`src/rtl/dt_pkg.sv`:
```
package dt_pkg;
  localparam logic [1:0] ST_I = 2'd0;
  localparam logic [1:0] ST_S = 2'd1;
  localparam logic [1:0] ST_E = 2'd2;
  localparam logic [1:0] ST_M = 2'd3;

  localparam logic [1:0] RK_HIT  = 2'd0;
  localparam logic [1:0] RK_MISS = 2'd1;
  localparam logic [1:0] RK_SYN  = 2'd2;

  typedef enum logic [2:0] {
    S_INIT, S_IDLE, S_LOOK, S_MEVICT, S_MFILL, S_SRD, S_SWR, S_STAG
  } ctl_state_e;
endpackage

```
`src/rtl/dt_regfile.sv`:
```
// One write port, two asynchronous read ports; no reset so it maps to LUT RAM.
module dt_regfile #(
  parameter int W  = 8,
  parameter int AW = 3
) (
  input  logic          clk,
  input  logic          we,
  input  logic [AW-1:0] waddr,
  input  logic [W-1:0]  wdata,
  input  logic [AW-1:0] raddr_a,
  output logic [W-1:0]  rdata_a,
  input  logic [AW-1:0] raddr_b,
  output logic [W-1:0]  rdata_b
);
  localparam int DEPTH = 1 << AW;

  logic [W-1:0] mem [DEPTH];

  always_ff @(posedge clk) begin
    if (we) mem[waddr] <= wdata;
  end

  assign rdata_a = mem[raddr_a];
  assign rdata_b = mem[raddr_b];
endmodule

```
`src/rtl/dt_snoop_stage.sv`:
```
// Registers the snoop answer; misses are forced to all-zero fields.
module dt_snoop_stage
  import dt_pkg::*;
#(
  parameter int VIDX_W = 3,
  parameter int DATA_W = 16
) (
  input  logic              clk,
  input  logic              rst,
  input  logic              in_valid,
  input  logic              in_hit,
  input  logic [1:0]        in_state,
  input  logic [VIDX_W-1:0] in_vidx,
  input  logic [DATA_W-1:0] in_data,
  output logic              out_valid,
  output logic              out_hit,
  output logic [1:0]        out_state,
  output logic [VIDX_W-1:0] out_vidx,
  output logic [DATA_W-1:0] out_data
);
  always_ff @(posedge clk) begin
    if (rst) begin
      out_valid <= 1'b0;
      out_hit   <= 1'b0;
      out_state <= ST_I;
      out_vidx  <= '0;
      out_data  <= '0;
    end else begin
      out_valid <= in_valid;
      out_hit   <= in_valid && in_hit;
      out_state <= (in_valid && in_hit) ? in_state : ST_I;
      out_vidx  <= (in_valid && in_hit) ? in_vidx : '0;
      out_data  <= (in_valid && in_hit) ? in_data : '0;
    end
  end

  AST_SNOOP_ANSWERS: assert property (@(posedge clk) disable iff (rst)
    in_valid |=> out_valid);
  AST_SNOOP_HIT_STATE: assert property (@(posedge clk) disable iff (rst)
    (out_valid && out_hit) |-> (out_state != ST_I));
endmodule

```
`src/rtl/dt_synonym_cache.sv`:
```
module dt_synonym_cache
  import dt_pkg::*;
#(
  parameter int VA_W   = 8,
  parameter int PA_W   = 8,
  parameter int VIDX_W = 3,
  parameter int PIDX_W = 3,
  parameter int DATA_W = 16
) (
  input  logic              clk,
  input  logic              rst,
  input  logic              req_valid,
  input  logic              req_write,
  input  logic [VA_W-1:0]   req_va,
  input  logic [PA_W-1:0]   req_pa,
  input  logic [DATA_W-1:0] req_wdata,
  output logic              busy,
  output logic              resp_valid,
  output logic [1:0]        resp_kind,
  output logic [DATA_W-1:0] resp_rdata,
  output logic              fill_req,
  output logic [PA_W-1:0]   fill_pa,
  input  logic [DATA_W-1:0] fill_data,
  input  logic              snp_valid,
  input  logic [PA_W-1:0]   snp_pa,
  output logic              snp_resp_valid,
  output logic              snp_hit,
  output logic [1:0]        snp_state,
  output logic [VIDX_W-1:0] snp_vidx,
  output logic [DATA_W-1:0] snp_data
);
  localparam int VTAG_W = VA_W - VIDX_W;
  localparam int PTAG_W = PA_W - PIDX_W;
  localparam int VE_W   = 1 + VTAG_W + PIDX_W + 2;   // valid, vtag, pptr, state
  localparam int PE_W   = 1 + PTAG_W + VIDX_W;       // valid, ptag, vptr
  localparam int SW_W   = (VIDX_W > PIDX_W) ? VIDX_W : PIDX_W;
  localparam logic [SW_W-1:0] SW_LAST = '1;

  ctl_state_e fsm;
  logic [SW_W-1:0]   sweep;
  logic              rq_write;
  logic [VIDX_W-1:0] rq_vidx;
  logic [VTAG_W-1:0] rq_vtag;
  logic [PIDX_W-1:0] rq_pidx;
  logic [PTAG_W-1:0] rq_ptag;
  logic [PA_W-1:0]   rq_pa;
  logic [DATA_W-1:0] rq_wdata;
  logic              vic_valid;
  logic [PIDX_W-1:0] vic_pptr;
  logic              pc_valid;
  logic [VIDX_W-1:0] pc_vptr;
  logic [VIDX_W-1:0] old_vidx;
  logic [1:0]        mv_st;
  logic [DATA_W-1:0] mv_data;

  // Store ports
  logic              v_we, p_we, d_we;
  logic [VIDX_W-1:0] v_wa, d_wa, v_ra_a, v_ra_b;
  logic [PIDX_W-1:0] p_wa, p_ra_b;
  logic [VE_W-1:0]   v_wd, ve_a, ve_b;
  logic [PE_W-1:0]   p_wd, pe_a, pe_b;
  logic [DATA_W-1:0] d_wd, d_rd_a, d_rd_b;

  // Decoded fields
  logic              va_valid, pa_valid, pb_valid;
  logic [VTAG_W-1:0] va_vtag;
  logic [PIDX_W-1:0] va_pptr;
  logic [1:0]        va_st, vb_st;
  logic [PTAG_W-1:0] pa_ptag, pb_ptag;
  logic [VIDX_W-1:0] pa_vptr, pb_vptr;
  logic              vhit, phit, s_hit;

  assign va_valid = ve_a[VE_W-1];
  assign va_vtag  = ve_a[VE_W-2 -: VTAG_W];
  assign va_pptr  = ve_a[2 +: PIDX_W];
  assign va_st    = ve_a[1:0];
  assign vb_st    = ve_b[1:0];
  assign pa_valid = pe_a[PE_W-1];
  assign pa_ptag  = pe_a[PE_W-2 -: PTAG_W];
  assign pa_vptr  = pe_a[VIDX_W-1:0];
  assign pb_valid = pe_b[PE_W-1];
  assign pb_ptag  = pe_b[PE_W-2 -: PTAG_W];
  assign pb_vptr  = pe_b[VIDX_W-1:0];

  assign vhit   = va_valid && (va_vtag == rq_vtag);
  assign phit   = pa_valid && (pa_ptag == rq_ptag);
  assign v_ra_a = (fsm == S_SRD) ? old_vidx : rq_vidx;
  assign p_ra_b = snp_pa[PIDX_W-1:0];
  assign v_ra_b = pb_vptr;
  assign s_hit  = pb_valid && (pb_ptag == snp_pa[PA_W-1:PIDX_W]) && (fsm != S_INIT);

  dt_regfile #(.W(VE_W), .AW(VIDX_W)) u_vtags (
    .clk(clk), .we(v_we), .waddr(v_wa), .wdata(v_wd),
    .raddr_a(v_ra_a), .rdata_a(ve_a), .raddr_b(v_ra_b), .rdata_b(ve_b));

  dt_regfile #(.W(PE_W), .AW(PIDX_W)) u_ptags (
    .clk(clk), .we(p_we), .waddr(p_wa), .wdata(p_wd),
    .raddr_a(rq_pidx), .rdata_a(pe_a), .raddr_b(p_ra_b), .rdata_b(pe_b));

  dt_regfile #(.W(DATA_W), .AW(VIDX_W)) u_data (
    .clk(clk), .we(d_we), .waddr(d_wa), .wdata(d_wd),
    .raddr_a(v_ra_a), .rdata_a(d_rd_a), .raddr_b(v_ra_b), .rdata_b(d_rd_b));

  dt_snoop_stage #(.VIDX_W(VIDX_W), .DATA_W(DATA_W)) u_snoop (
    .clk(clk), .rst(rst), .in_valid(snp_valid), .in_hit(s_hit),
    .in_state(vb_st), .in_vidx(pb_vptr), .in_data(d_rd_b),
    .out_valid(snp_resp_valid), .out_hit(snp_hit), .out_state(snp_state),
    .out_vidx(snp_vidx), .out_data(snp_data));

  // Store writes: at most one per store per cycle, none while a snoop is present.
  always_comb begin
    v_we = 1'b0; v_wa = rq_vidx; v_wd = '0;
    p_we = 1'b0; p_wa = rq_pidx; p_wd = '0;
    d_we = 1'b0; d_wa = rq_vidx; d_wd = rq_wdata;
    if (!snp_valid) begin
      unique case (fsm)
        S_INIT: begin
          v_we = 1'b1; v_wa = sweep[VIDX_W-1:0];
          p_we = 1'b1; p_wa = sweep[PIDX_W-1:0];
        end
        S_LOOK: begin
          if (vhit && rq_write) begin
            v_we = 1'b1; v_wd = {1'b1, rq_vtag, va_pptr, ST_M};
            d_we = 1'b1;
          end
        end
        S_MEVICT: begin
          if (vic_valid) begin p_we = 1'b1; p_wa = vic_pptr; end
          if (pc_valid)  begin v_we = 1'b1; v_wa = pc_vptr;  end
        end
        S_MFILL: begin
          v_we = 1'b1; v_wd = {1'b1, rq_vtag, rq_pidx, rq_write ? ST_M : ST_E};
          p_we = 1'b1; p_wd = {1'b1, rq_ptag, rq_vidx};
          d_we = 1'b1; d_wd = rq_write ? rq_wdata : fill_data;
        end
        S_SRD: begin
          if (vic_valid && (vic_pptr != rq_pidx)) begin
            p_we = 1'b1; p_wa = vic_pptr;
          end
        end
        S_SWR: begin
          v_we = 1'b1; v_wd = {1'b1, rq_vtag, rq_pidx, rq_write ? ST_M : mv_st};
          p_we = 1'b1; p_wd = {1'b1, rq_ptag, rq_vidx};
          d_we = 1'b1; d_wd = rq_write ? rq_wdata : mv_data;
        end
        S_STAG: begin
          if (old_vidx != rq_vidx) begin v_we = 1'b1; v_wa = old_vidx; end
        end
        default: ;
      endcase
    end
  end

  always_ff @(posedge clk) begin
    if (rst) begin
      fsm <= S_INIT; sweep <= '0; busy <= 1'b1;
      resp_valid <= 1'b0; resp_kind <= RK_HIT; resp_rdata <= '0;
      fill_req <= 1'b0; fill_pa <= '0;
      rq_write <= 1'b0; rq_vidx <= '0; rq_vtag <= '0; rq_pidx <= '0;
      rq_ptag <= '0; rq_pa <= '0; rq_wdata <= '0;
      vic_valid <= 1'b0; vic_pptr <= '0; pc_valid <= 1'b0; pc_vptr <= '0;
      old_vidx <= '0; mv_st <= ST_I; mv_data <= '0;
    end else begin
      resp_valid <= 1'b0;
      if (!snp_valid) begin
        unique case (fsm)
          S_INIT: begin
            sweep <= sweep + 1'b1;
            if (sweep == SW_LAST) begin fsm <= S_IDLE; busy <= 1'b0; end
          end
          S_IDLE: begin
            if (req_valid) begin
              rq_write <= req_write;
              rq_vidx  <= req_va[VIDX_W-1:0];
              rq_vtag  <= req_va[VA_W-1:VIDX_W];
              rq_pidx  <= req_pa[PIDX_W-1:0];
              rq_ptag  <= req_pa[PA_W-1:PIDX_W];
              rq_pa    <= req_pa;
              rq_wdata <= req_wdata;
              busy     <= 1'b1;
              fsm      <= S_LOOK;
            end
          end
          S_LOOK: begin
            vic_valid <= va_valid; vic_pptr <= va_pptr;
            pc_valid  <= pa_valid; pc_vptr  <= pa_vptr;
            if (vhit) begin
              resp_valid <= 1'b1; resp_kind <= RK_HIT;
              resp_rdata <= rq_write ? rq_wdata : d_rd_a;
              busy <= 1'b0; fsm <= S_IDLE;
            end else if (phit) begin
              old_vidx <= pa_vptr; fsm <= S_SRD;
            end else begin
              fsm <= S_MEVICT;
            end
          end
          S_MEVICT: begin
            fill_req <= 1'b1; fill_pa <= rq_pa; fsm <= S_MFILL;
          end
          S_MFILL: begin
            fill_req <= 1'b0;
            resp_valid <= 1'b1; resp_kind <= RK_MISS;
            resp_rdata <= rq_write ? rq_wdata : fill_data;
            busy <= 1'b0; fsm <= S_IDLE;
          end
          S_SRD: begin
            mv_st <= va_st; mv_data <= d_rd_a; fsm <= S_SWR;
          end
          S_SWR: fsm <= S_STAG;
          S_STAG: begin
            resp_valid <= 1'b1; resp_kind <= RK_SYN;
            resp_rdata <= rq_write ? rq_wdata : mv_data;
            busy <= 1'b0; fsm <= S_IDLE;
          end
          default: fsm <= S_IDLE;
        endcase
      end
    end
  end

  AST_SNOOP_HOLDS_FSM: assert property (@(posedge clk) disable iff (rst)
    snp_valid |=> (fsm == $past(fsm)));
  AST_ACCEPT_SETS_BUSY: assert property (@(posedge clk) disable iff (rst)
    (fsm == S_IDLE && req_valid && !snp_valid) |=> busy);
  AST_MISS_AFTER_FILL: assert property (@(posedge clk) disable iff (rst)
    (resp_valid && resp_kind == RK_MISS) |-> $past(fill_req));
  AST_PAIRED_POINTERS: assert property (@(posedge clk) disable iff (rst)
    resp_valid |-> (va_valid && va_pptr == rq_pidx && pa_valid && pa_vptr == rq_vidx));
  AST_RESP_PULSE: assert property (@(posedge clk) disable iff (rst)
    resp_valid |=> !resp_valid);
endmodule

```
`config.mk`:
```
export PLATFORM = sky130hd
export DESIGN_NAME = dt_synonym_cache
export DESIGN_NICKNAME = d
export VERILOG_FILES = /design/src/rtl/dt_pkg.sv /design/src/rtl/dt_regfile.sv /design/src/rtl/dt_snoop_stage.sv /design/src/rtl/dt_synonym_cache.sv
export SDC_FILE = /design/constraint.sdc
export NUM_CORES = 1
export LEC_CHECK = 0
export ABC_AREA = 1
export BUFFER_PORTS_ARGS = -buffer_cell sky130_fd_sc_hd__buf_2
export CORE_MARGIN = 3
export CORE_UTILIZATION = 30
export CTS_CLUSTER_DIAMETER = 150
export CTS_CLUSTER_SIZE = 25
export DETAILED_ROUTE_END_ITERATION = 8
export GPL_ROUTABILITY_DRIVEN = 0
export GPL_TIMING_DRIVEN = 0
export PLACE_DENSITY = 0.55
export SLEW_MARGIN = 25
export SYNTH_ARGS = -nofsm -noshare
export SYNTH_HDL_FRONTEND = slang
export SYNTH_SLANG_ARGS = --single-unit
```
`constraint.sdc`:
```
create_clock -name clk -period 3.65 [get_ports clk]
set_clock_uncertainty 0.2 [all_clocks]
set_input_delay 0.73 -clock clk [delete_from_list [all_inputs] [get_ports clk]]
set_output_delay 0.73 -clock clk [all_outputs]
set_load 0.005 [all_outputs]
```
==> impl_metrics.csv, run 1 <==
group,metric,value,unit
worst_setup_path,worstPathRequired,3890,ps
finish,area_growth,15.4,%
finish,finalNetCount,2444,
logic_synthesis,synth_warnings,0,
outcome,outcome,"completed",
drt,vias,17100,
drt,post_drt_wl_per_cell,21.0,µm
drt,final_antenna_net_count,0,
timing,min_period,3580,ps
logic_synthesis,ys_types,44,
timing,tightest_slew,944,ps
timing,setup_violations,0,
drt,drc,0,
timing,slew_viol_final,0,
timing,relSlewSlack,37.1,%
die,dieArea,0.0675,mm²
worst_setup_path,startpoint_type,"primary input",
placed_design,port_buffers,110,
grt,grt_pass1_wl,99500,µm
die,fp.coreArea,0.0634,mm²
timing,max_clock_freq,0.280,GHz
clocking,clkTransAtPathRegs,110,ps
drt,routed_via_density,5.27,
finish,drive_gt1_share,11.3,%
drt,drt-pass1-iter-count,6,
logic_synthesis,synth_cells,2215,
timing,grt_setup_unrepaired,"true",
finish,final_area,0.0223,mm²
logic_synthesis,syn_nets,2278,
clocking,cts_root_buf,"clkbuf_16",
drt,initialDrtViolationCount,2055,
clocking,cts_buffers,20,
grt,grt_max_degree,27,
placed_design,dp_hpwl,48000,µm
logic_synthesis,synth_area,0.0193,mm²
finish,final_cells,3241,
clocking,clockBufferDepth,3,
logic_synthesis,yosysTopAreaCell,"edfxtp_1",
worst_setup_path,path_max_fanout,10,
logic_synthesis,synth.area.top_cells,"edfxtp_1 (45%), dfxtp_1 (13%), o21ai_0 (8.8%)",
finish,final_util,35.2,%
clocking,insertion_delay,570,ps
grt,overflow,0,
finish,layout_common_cells,"nand2_1 (421), o21ai_0 (339), edfxtp_1 (288)",
power,ir_worst_vdd,0.000263,V
clocking,htreeDepth,1,
placed_design,placed_cell_area,0.0211,mm²
logic_synthesis,avgSynthCellArea,8.73,µm²
die,io_pins,113,
die,num_rows,92,
logic_synthesis,synth-seq-cells,411,
placed_design,place_inst,3173,
logic_synthesis,netlist.area_leader.share,44.7,%
timing,post-route-period-util,98.0,%
logic_synthesis,ys_seq_area_share,57.5,%
power,power.density,371,mW/mm²
grt,grt_pass1_vias,16200,
finish,fillCellCount,6426,
worst_setup_path,end_kind,"register",
die,die_y,260,µm
grt,antenna_found_initial,1,
power,power,8.28,mW
die,die_w,260,µm
worst_setup_path,cp.arrival,3810,ps
timing,hold_violations,0,
die,floorplan.initialDensity,30.5,%
grt,grtUsageTotal,19.4,%
min_path,hp-class,"in -> reg",
run,maxCapViolations,0,
clocking,cts_tree,"built",
worst_setup_path,setup.worst_path.class,"in -> reg",
timing,fin_tns_setup,0,ps
clocking,cts_sinks,411,
drt,postRouteWirelength,68000,µm
power,power_leakage,8.57,nW
finish,n_antenna_cell,0,
finish,final_common_cell,"nand2_1",
## critical path, stage by stage
cell	delay, ps
buf_2	110
clkbuf_1	440
a21oi_1	170
o21ai_0	120
o21ai_0	140
o21ai_0	360
xnor2_1	110
nor2_1	120
nand3_2	330
clkinv_1	330
buf_2	360
nand2_1	120
a31oi_1	330
## layer usage
layer  routed length [µm]  global-route usage (%)  part of all wire [%]
met1                28200                    26.3                    42
met2                31000                    31.3                    46
met3                 6100                    2.65                   9.0
met4                 2680                    7.65                   3.9
met5                   20                       0                 0.029
## path summary, 6_finish.rpt
check,from,to,slack (ps),cells past startpoint
worst max-delay path,snp_pa[0],u_snoop.out_data[12],70,13
worst min-delay path,req_wdata[8],rq_wdata[8],230,3
worst max register to register,fsm[1],u_data.mem[0][7],130,17
worst min register to register,resp_kind[0],resp_kind[0],270,2
## cell usage after synthesis, drive strengths merged
| library cell | count |
|---|---|
| a211oi | 3 |
| nand2 | 427 |
| o221ai | 10 |
| o211ai | 21 |
| o22ai | 11 |
| clkbuf | 92 |
| a221oi | 2 |
| inv | 198 |
| xor2 | 3 |
| and2 | 1 |
| ha | 2 |
| xnor2 | 6 |
| nor4 | 1 |
| o21ai | 344 |
| o31a | 1 |
| nand3 | 172 |
| dfxtp | 123 |
| clkinv | 7 |
| edfxtp | 288 |
| nor2 | 230 |
| a22o | 1 |
| o21bai | 2 |
| o21a | 2 |
| nand4 | 3 |
| buf | 41 |
| a21oi | 197 |
| nor3 | 7 |
| a31oi | 19 |
| o2111ai | 1 |
## sequential cells by signal (all words and copies together), names as in the netlist, 3 cells and up, named ones only
signal            flops
d_wa                  3
fill_pa               8
fsm                   3
mv_data              16
old_vidx              3
pc_vptr               3
resp_rdata           16
rq_ptag               5
rq_vtag               5
rq_wdata             16
sweep                 3
u_data.mem          128
u_ptags.mem          72
u_snoop.out_data     16
u_snoop.out_vidx      3
u_vtags.mem          88
vic_pptr              3
## kinds of logic (layout without fill, tap and decap cells)
kind of cell,Yosys count,in the layout,synth area share [%]
AND/OR/NAND/NOR,841,842,18.0
XOR/XNOR,9,9,0.408
flip-flops,411,411,57.5
AO/OA/AOI/OAI,614,614,16.8
buffers and inverters,338,517,7.16
adder cells (fa/ha/maj),2,2,0.129
## power breakdown
part / switching [mW] / leakage [nW] / internal, mW
Clock: 1.51 / 0.283 / 1.10
Combinational: 0.480 / 4.57 / 0.186
Sequential: 0.0181 / 3.72 / 4.98
## timing repair
| action | CTS | global route |
|---|---|---|
| buffers inserted | 22 | 11 |
| pin swaps | 16 | 6 |
| endpoints found under the setup margin | 298 | 260 |
| hold buffers | 0 | 0 |
| cloned | 0 | 1 |
| gates resized for setup | 28 | 30 |
## cell type report
class	count	area, µm²	share of cell area, %
tap	846	1060	4.74
timing repair buffer	145	1050	4.72
multi-input combinational	1467	7080	31.7
inverter	205	783	3.51
clock inverter	1	16.3	0.0729
sequential	411	11100	49.8
buffer	131	637	2.85
clock buffer	35	578	2.59
## stage by stage
step	hold slack (ps)	worst slack, ps
after floorplan	247	486
after global placement	250	-1180
after detailed placement	255	-818
after CTS	219	12.2
after global routing	255	-14.6
final	231	73.5
No activity file was read; power rests on OpenSTA's default activity.
==> inputs of run 2 (changes only) <==
- CORE_ASPECT_RATIO: not set -> 1.5
==> run 2 against run 1 <==
Compared with the run above:
- clock power hardly changed
- critical path type unchanged
- maximum frequency is 0.42% higher
- flip-flop and latch count stayed put
- largest cell class unchanged
- first-iteration DRC count is 9.4% lower
- critical path depth is 1 lower
- cell area hardly changed
- clock-buffer cell count stayed put
- utilization is 0.12 points lower
- worst hold slack worse by 17 ps
- power is 0.60% higher
==> impl_metrics.csv, run 2 (synthesis gave the netlist of run 1 again) <==
group,metric,value,unit
outcome,outcome,"completed",
drt,post_drt_wl_per_cell,22.2,µm
clocking,htreeDepth,1,
min_path,hold_end,"rq_wdata[9]",
drt,drc,0,
finish,final_area,0.0223,mm²
drt,initialDrtViolationCount,1862,
power,power_leakage,8.58,nW
min_path,hp-class,"in -> reg",
placed_design,dp_slack,-816,ps
worst_setup_path,regToRegStartpoint,"fsm[1]",
drt,final_antenna_net_count,0,
clocking,insertion_delay,580,ps
timing,slew_viol_final,0,
timing,relSlewSlack,44.8,%
clocking,cts_sinks,411,
die,dieArea,0.0676,mm²
timing,layout_setup_ws,88.6,ps
die,num_rows,113,
clocking,clockBufferDepth,3,
timing,setup_violations,0,
timing,max_clock_freq,0.281,GHz
drt,postRouteWirelength,71100,µm
timing,tightest_slew,828,ps
run,maxCapViolations,0,
finish,area_growth,15.4,%
worst_setup_path,end_kind,"register",
worst_setup_path,path_max_fanout,10,
min_path,min_from,"req_wdata[9]",
placed_design,placed_cell_area,0.0211,mm²
min_path,holdPathStages,3,
clocking,clkTransAtPathRegs,100,ps
finish,layout_common_cells,"nand2_1 (421), o21ai_0 (338), edfxtp_1 (288)",
timing,hold_slack,214,ps
clocking,cts_hold_buf,0,
drt,drt-pass1-iter-count,8,
clocking,cts_tree,"built",
die,floorplan.initialDensity,30.4,%
power,power,8.33,mW
worst_setup_path,setup.worst_path.class,"in -> reg",
drt,vias,17300,
finish,final_common_cell,"nand2_1",
finish,drive_gt1_share,11.5,%
die,io_pins,113,
die,die_w,213,µm
worst_setup_path,worstPathCellList,"buf_2, clkbuf_1, o21ai_0, nand3_1, o21ai_0, xnor2_1, nor2_1, nand3_2, clkinv_1, buf_2, nand2_1, a31oi_1",
clocking,cts_buffers,20,
worst_setup_path,r2r_cells,19,
worst_setup_path,slowest_delay,500,ps
worst_setup_path,worstPathRequired,3870,ps
finish,largest_register,"u_data.mem",
worst_setup_path,r2r_end,"u_data.mem[6][3]",
placed_design,port_buffers,110,
grt,grt_pass1_wl,103000,µm
placed_design,dp_hpwl,51000,µm
finish,largest_reg_flops,128,
worst_setup_path,r2r_slack,110,ps
grt,overflow,0,
die,die_y,317,µm
worst_setup_path,cp_slowest_cell,"clkbuf_1",
grt,grt_max_degree,27,
die,fp.coreArea,0.0636,mm²
finish,reg_top3,"u_data.mem x128, u_vtags.mem x88, u_ptags.mem x72",
grt,grtUsageTotal,20.3,%
clocking,cts_root_buf,"clkbuf_16",
power,power.density,373,mW/mm²
timing,fin_tns_setup,0,ps
finish,n_antenna_cell,0,
finish,finalNetCount,2444,
worst_setup_path,startpoint_type,"primary input",
worst_setup_path,path_delay_family,"buffers and inverters",
drt,routed_via_density,5.40,
grt,antenna_found_initial,0,
grt,grt_pass1_vias,16500,
worst_setup_path,cp.depth,12,
worst_setup_path,crit_buf_inv,4,
timing,min_period,3560,ps
worst_setup_path,cp.arrival,3780,ps
timing,post-route-period-util,97.6,%
power,ir_worst_vdd,0.000280,V
finish,fillCellCount,6436,
timing,hold_violations,0,
run 2: worst max-delay path by stage:
| stage | startpoint | slack (ps) | end |
|---|---|---|---|
| 2_1_floorplan | fsm[1] | 490 | u_data.mem[1][0] |
| 3_3_place_gp | fsm[1] | -1400 | u_data.mem[4][9] |
| 3_5_place_dp | snp_pa[2] | -820 | u_snoop.out_data[13] |
| 4_1_cts | snp_pa[2] | 5 | u_snoop.out_data[13] |
| 5_1_grt | fsm[1] | -20 | u_data.mem[6][3] |
| 6_report | snp_pa[0] | 90 | u_snoop.out_data[13] |
run 2: worst reg2reg max path: cells and delay by family (launching register included):
kind | cells | cell delay [ps]
AND/OR/NAND/NOR | 12 | 1600
buffers and inverters | 6 | 980
flip-flops | 1 | 330
AO/OA/AOI/OAI | 1 | 120
run 2: metrics by stage:
step | std cells | utilization [%]
global placement | 3130 | 32.8
CTS | 3192 | 34.7
finish | 3200 | 35.1
global route | 3200 | 35.1
detailed placement | 3134 | 33.1
floorplan | 2215 | -
run 2: area by class of cell:
| class | instances | area (µm²) | share of cell area, % |
|---|---|---|---|
| Clock inverter | 1 | 16.3 | 0.0729 |
| Buffer | 131 | 636 | 2.85 |
| Tap cell | 805 | 1010 | 4.51 |
| Inverter | 205 | 787 | 3.53 |
| Clock buffer | 35 | 578 | 2.59 |
| Sequential cell | 411 | 11100 | 49.8 |
| Multi-Input combinational cell | 1467 | 7160 | 32.1 |
| Timing Repair Buffer | 145 | 1020 | 4.57 |
run 2: repair_timing:
| action | CTS | global route |
|---|---|---|
| resized for setup | 30 | 43 |
| gates cloned | 0 | 1 |
| pin swaps | 15 | 4 |
| endpoints found under the setup margin | 317 | 417 |
| buffers inserted | 23 | 8 |
run 2: power breakdown:
group | total, mW | switching (mW) | internal (mW)
clock | 2.64 | 1.53 | 1.10
sequential | 5.00 | 0.0181 | 4.98
combinational | 0.690 | 0.500 | 0.190
total | 8.33 | 2.05 | 6.28
run 2: metal layers:
metal	vias to the layer above	GRT usage [%]	routed length (µm)
met2	955	36.4	35300
met5	-	0	0
met1	8200	24.1	26900
met3	222	2.42	5210
met4	0	9.53	3820
li1	7892	-	-
==> inputs of run 3 (changes only) <==
--- a/config.mk
+++ b/config.mk
@@ -21,2 +21,4 @@
 export SYNTH_HDL_FRONTEND = slang
+export SYNTH_HIERARCHICAL = 1
 export SYNTH_SLANG_ARGS = --single-unit
+export TNS_END_PERCENT = 50
--- a/constraint.sdc
+++ b/constraint.sdc
@@ -4,2 +4,2 @@
 set_output_delay 0.73 -clock clk [all_outputs]
-set_load 0.005 [all_outputs]
+set_load 0.05 [all_outputs]
==> run 3 against run 2 <==
Compared with the run above:
- register-to-register slack worse by 96 ps
- worst hold slack worse by 3.5 ps
- final cell count is 19% higher
- clock power hardly changed
- power is 0.39% higher
- combinational power is 15% higher
- wire length is 1.5% higher
- global-route usage is 1.3 points lower
- synthesized cell count is 22% higher
==> impl_metrics.csv, run 3 <==
group,metric,value,unit
finish,largest_register,"u_data/mem",
finish,area_growth,15.9,%
finish,layout_common_cells,"nand2_1 (938), inv_1 (400), edfxtp_1 (288)",
finish,reg_top3,"u_data/mem x128, u_vtags/mem x88, u_ptags/mem x72",
logic_synthesis,synth_warnings,6,
run,maxCapViolations,0,
power,power,8.36,mW
clocking,cts_tree,"built",
clocking,cts_sinks,408,
logic_synthesis,syn_nets,2763,
finish,regArea,0.0111,mm²
timing,tightest_slew,993,ps
power,power.density,341,mW/mm²
die,die_w,223,µm
grt,grtUsageTotal,18.9,%
timing,relSlewSlack,33.6,%
finish,fillCellCount,7281,
die,io_pins,113,
clocking,clkTransAtPathRegs,110,ps
drt,vias,18000,
timing,hold_violations,0,
die,dieArea,0.0738,mm²
finish,final_util,35.3,%
worst_setup_path,setup.worst_path.class,"reg -> reg",
logic_synthesis,synth_area,0.0211,mm²
logic_synthesis,synth_cells,2700,
clocking,htreeDepth,1,
finish,multiInputGateArea,0.00778,mm²
finish,drive_gt1_share,14.6,%
clocking,cts_hold_buf,0,
power,ir_worst_vdd,0.000256,V
power,power_leakage,11.4,nW
finish,finalNetCount,2946,
placed_design,placed_cell_area,0.0229,mm²
clocking,cts_buffers,20,
timing,setup_violations,0,
drt,postRouteWirelength,72200,µm
worst_setup_path,startpoint_type,"register",
timing,max_clock_freq,0.275,GHz
grt,grt_pass1_vias,17200,
placed_design,port_buffers,109,
drt,initialDrtViolationCount,1240,
clocking,cts_root_buf,"clkbuf_16",
timing,post-route-period-util,99.6,%
die,num_rows,118,
drt,final_antenna_net_count,0,
drt,drt-pass1-iter-count,7,
min_path,hp-class,"in -> reg",
drt,post_drt_wl_per_cell,19.0,µm
worst_setup_path,cp.arrival,3710,ps
timing,min_period,3640,ps
finish,final_common_cell,"nand2_1",
grt,grt_pass1_wl,106000,µm
clocking,clockBufferDepth,3,
drt,routed_via_density,4.73,
grt,antenna_found_initial,4,
placed_design,dp_hpwl,52800,µm
timing,fin_tns_setup,0,ps
finish,largest_reg_flops,128,
timing,slew_viol_final,0,
finish,final_area,0.0245,mm²
grt,overflow,0,
drt,drc,0,
grt,grt_max_degree,27,
worst_setup_path,r2r_slack,10,ps
worst_setup_path,end_kind,"register",
outcome,outcome,"completed",
timing,hold_slack,210,ps
worst_setup_path,worstPathRequired,3730,ps
die,floorplan.initialDensity,30.5,%
clocking,insertion_delay,570,ps
die,fp.coreArea,0.0694,mm²
finish,n_antenna_cell,0,
logic_synthesis,avgSynthCellArea,7.83,µm²
timing,grt_setup_unrepaired,"true",
die,die_y,331,µm
worst_setup_path,path_max_fanout,8,
[run 3: worst paths after layout]
check                                   start  depth (start not counted)                 to
worst max-delay path                   fsm[2]                         22  u_vtags/mem[1][2]
worst min-delay path            req_wdata[12]                          3       rq_wdata[12]
worst max register to register         fsm[2]                         22  u_vtags/mem[1][2]
worst min register to register     pc_vptr[0]                          2         pc_vptr[0]
[run 3: stage by stage]
step	std cells	setup slack (ps)
final	3796	13.8
after global routing	3796	-113
after CTS	3793	1.58
after detailed placement	3709	-1650
after global placement	3709	-1770
after floorplan	2700	-6.72
[run 3: where the power goes]
part	leakage, nW	internal [mW]	switching (mW)
clock network	0.278	1.07	1.55
registers	3.59	4.94	0.0134
logic	7.56	0.260	0.533
[run 3: routing by layer]
| metal | global-route usage (%) | vias to the layer above | wire length (µm) |
|---|---|---|---|
| li1 | - | 8830 | - |
| met1 | 20.9 | 8338 | 27000 |
| met2 | 36.6 | 619 | 38300 |
| met3 | 1.83 | 167 | 3380 |
| met4 | 8.38 | 6 | 3470 |
| met5 | 0 | - | 46 |
[run 3: worst max-delay path, stage by stage (launching register included)]
cell and delay (ps):
dfxtp_4 410, inv_4 80, nor2_4 230, nand2_2 100
o21ai_4 90, buf_12 170, inv_12 50, buf_12 130
buf_8 130, nand2_1 50, nand3_1 70, nand2_1 70
nand2_1 60, nand2_2 120, nand2_2 80, nor2_4 120
nand3_4 110, nor2_4 110, nand2_2 90, a31oi_4 280
nand2_4 150, nor2_4 250, clkbuf_16 190
[run 3: final cells by class]
cell class | count | area share [%]
clock inverter | 2 | 0.148
multi-input combinational | 1728 | 31.8
buffer | 140 | 4.52
inverter | 424 | 6.64
tap | 900 | 4.59
sequential | 408 | 45.1
clock buffer | 33 | 2.24
timing repair buffer | 161 | 4.97
[run 3: timing repair]
item | CTS | global route
pin swaps | 31 | 28
resized for setup | 72 | 35
setup buffers | 47 | 6
gates cloned | 2 | 1
endpoints found under the setup margin | 328 | 298
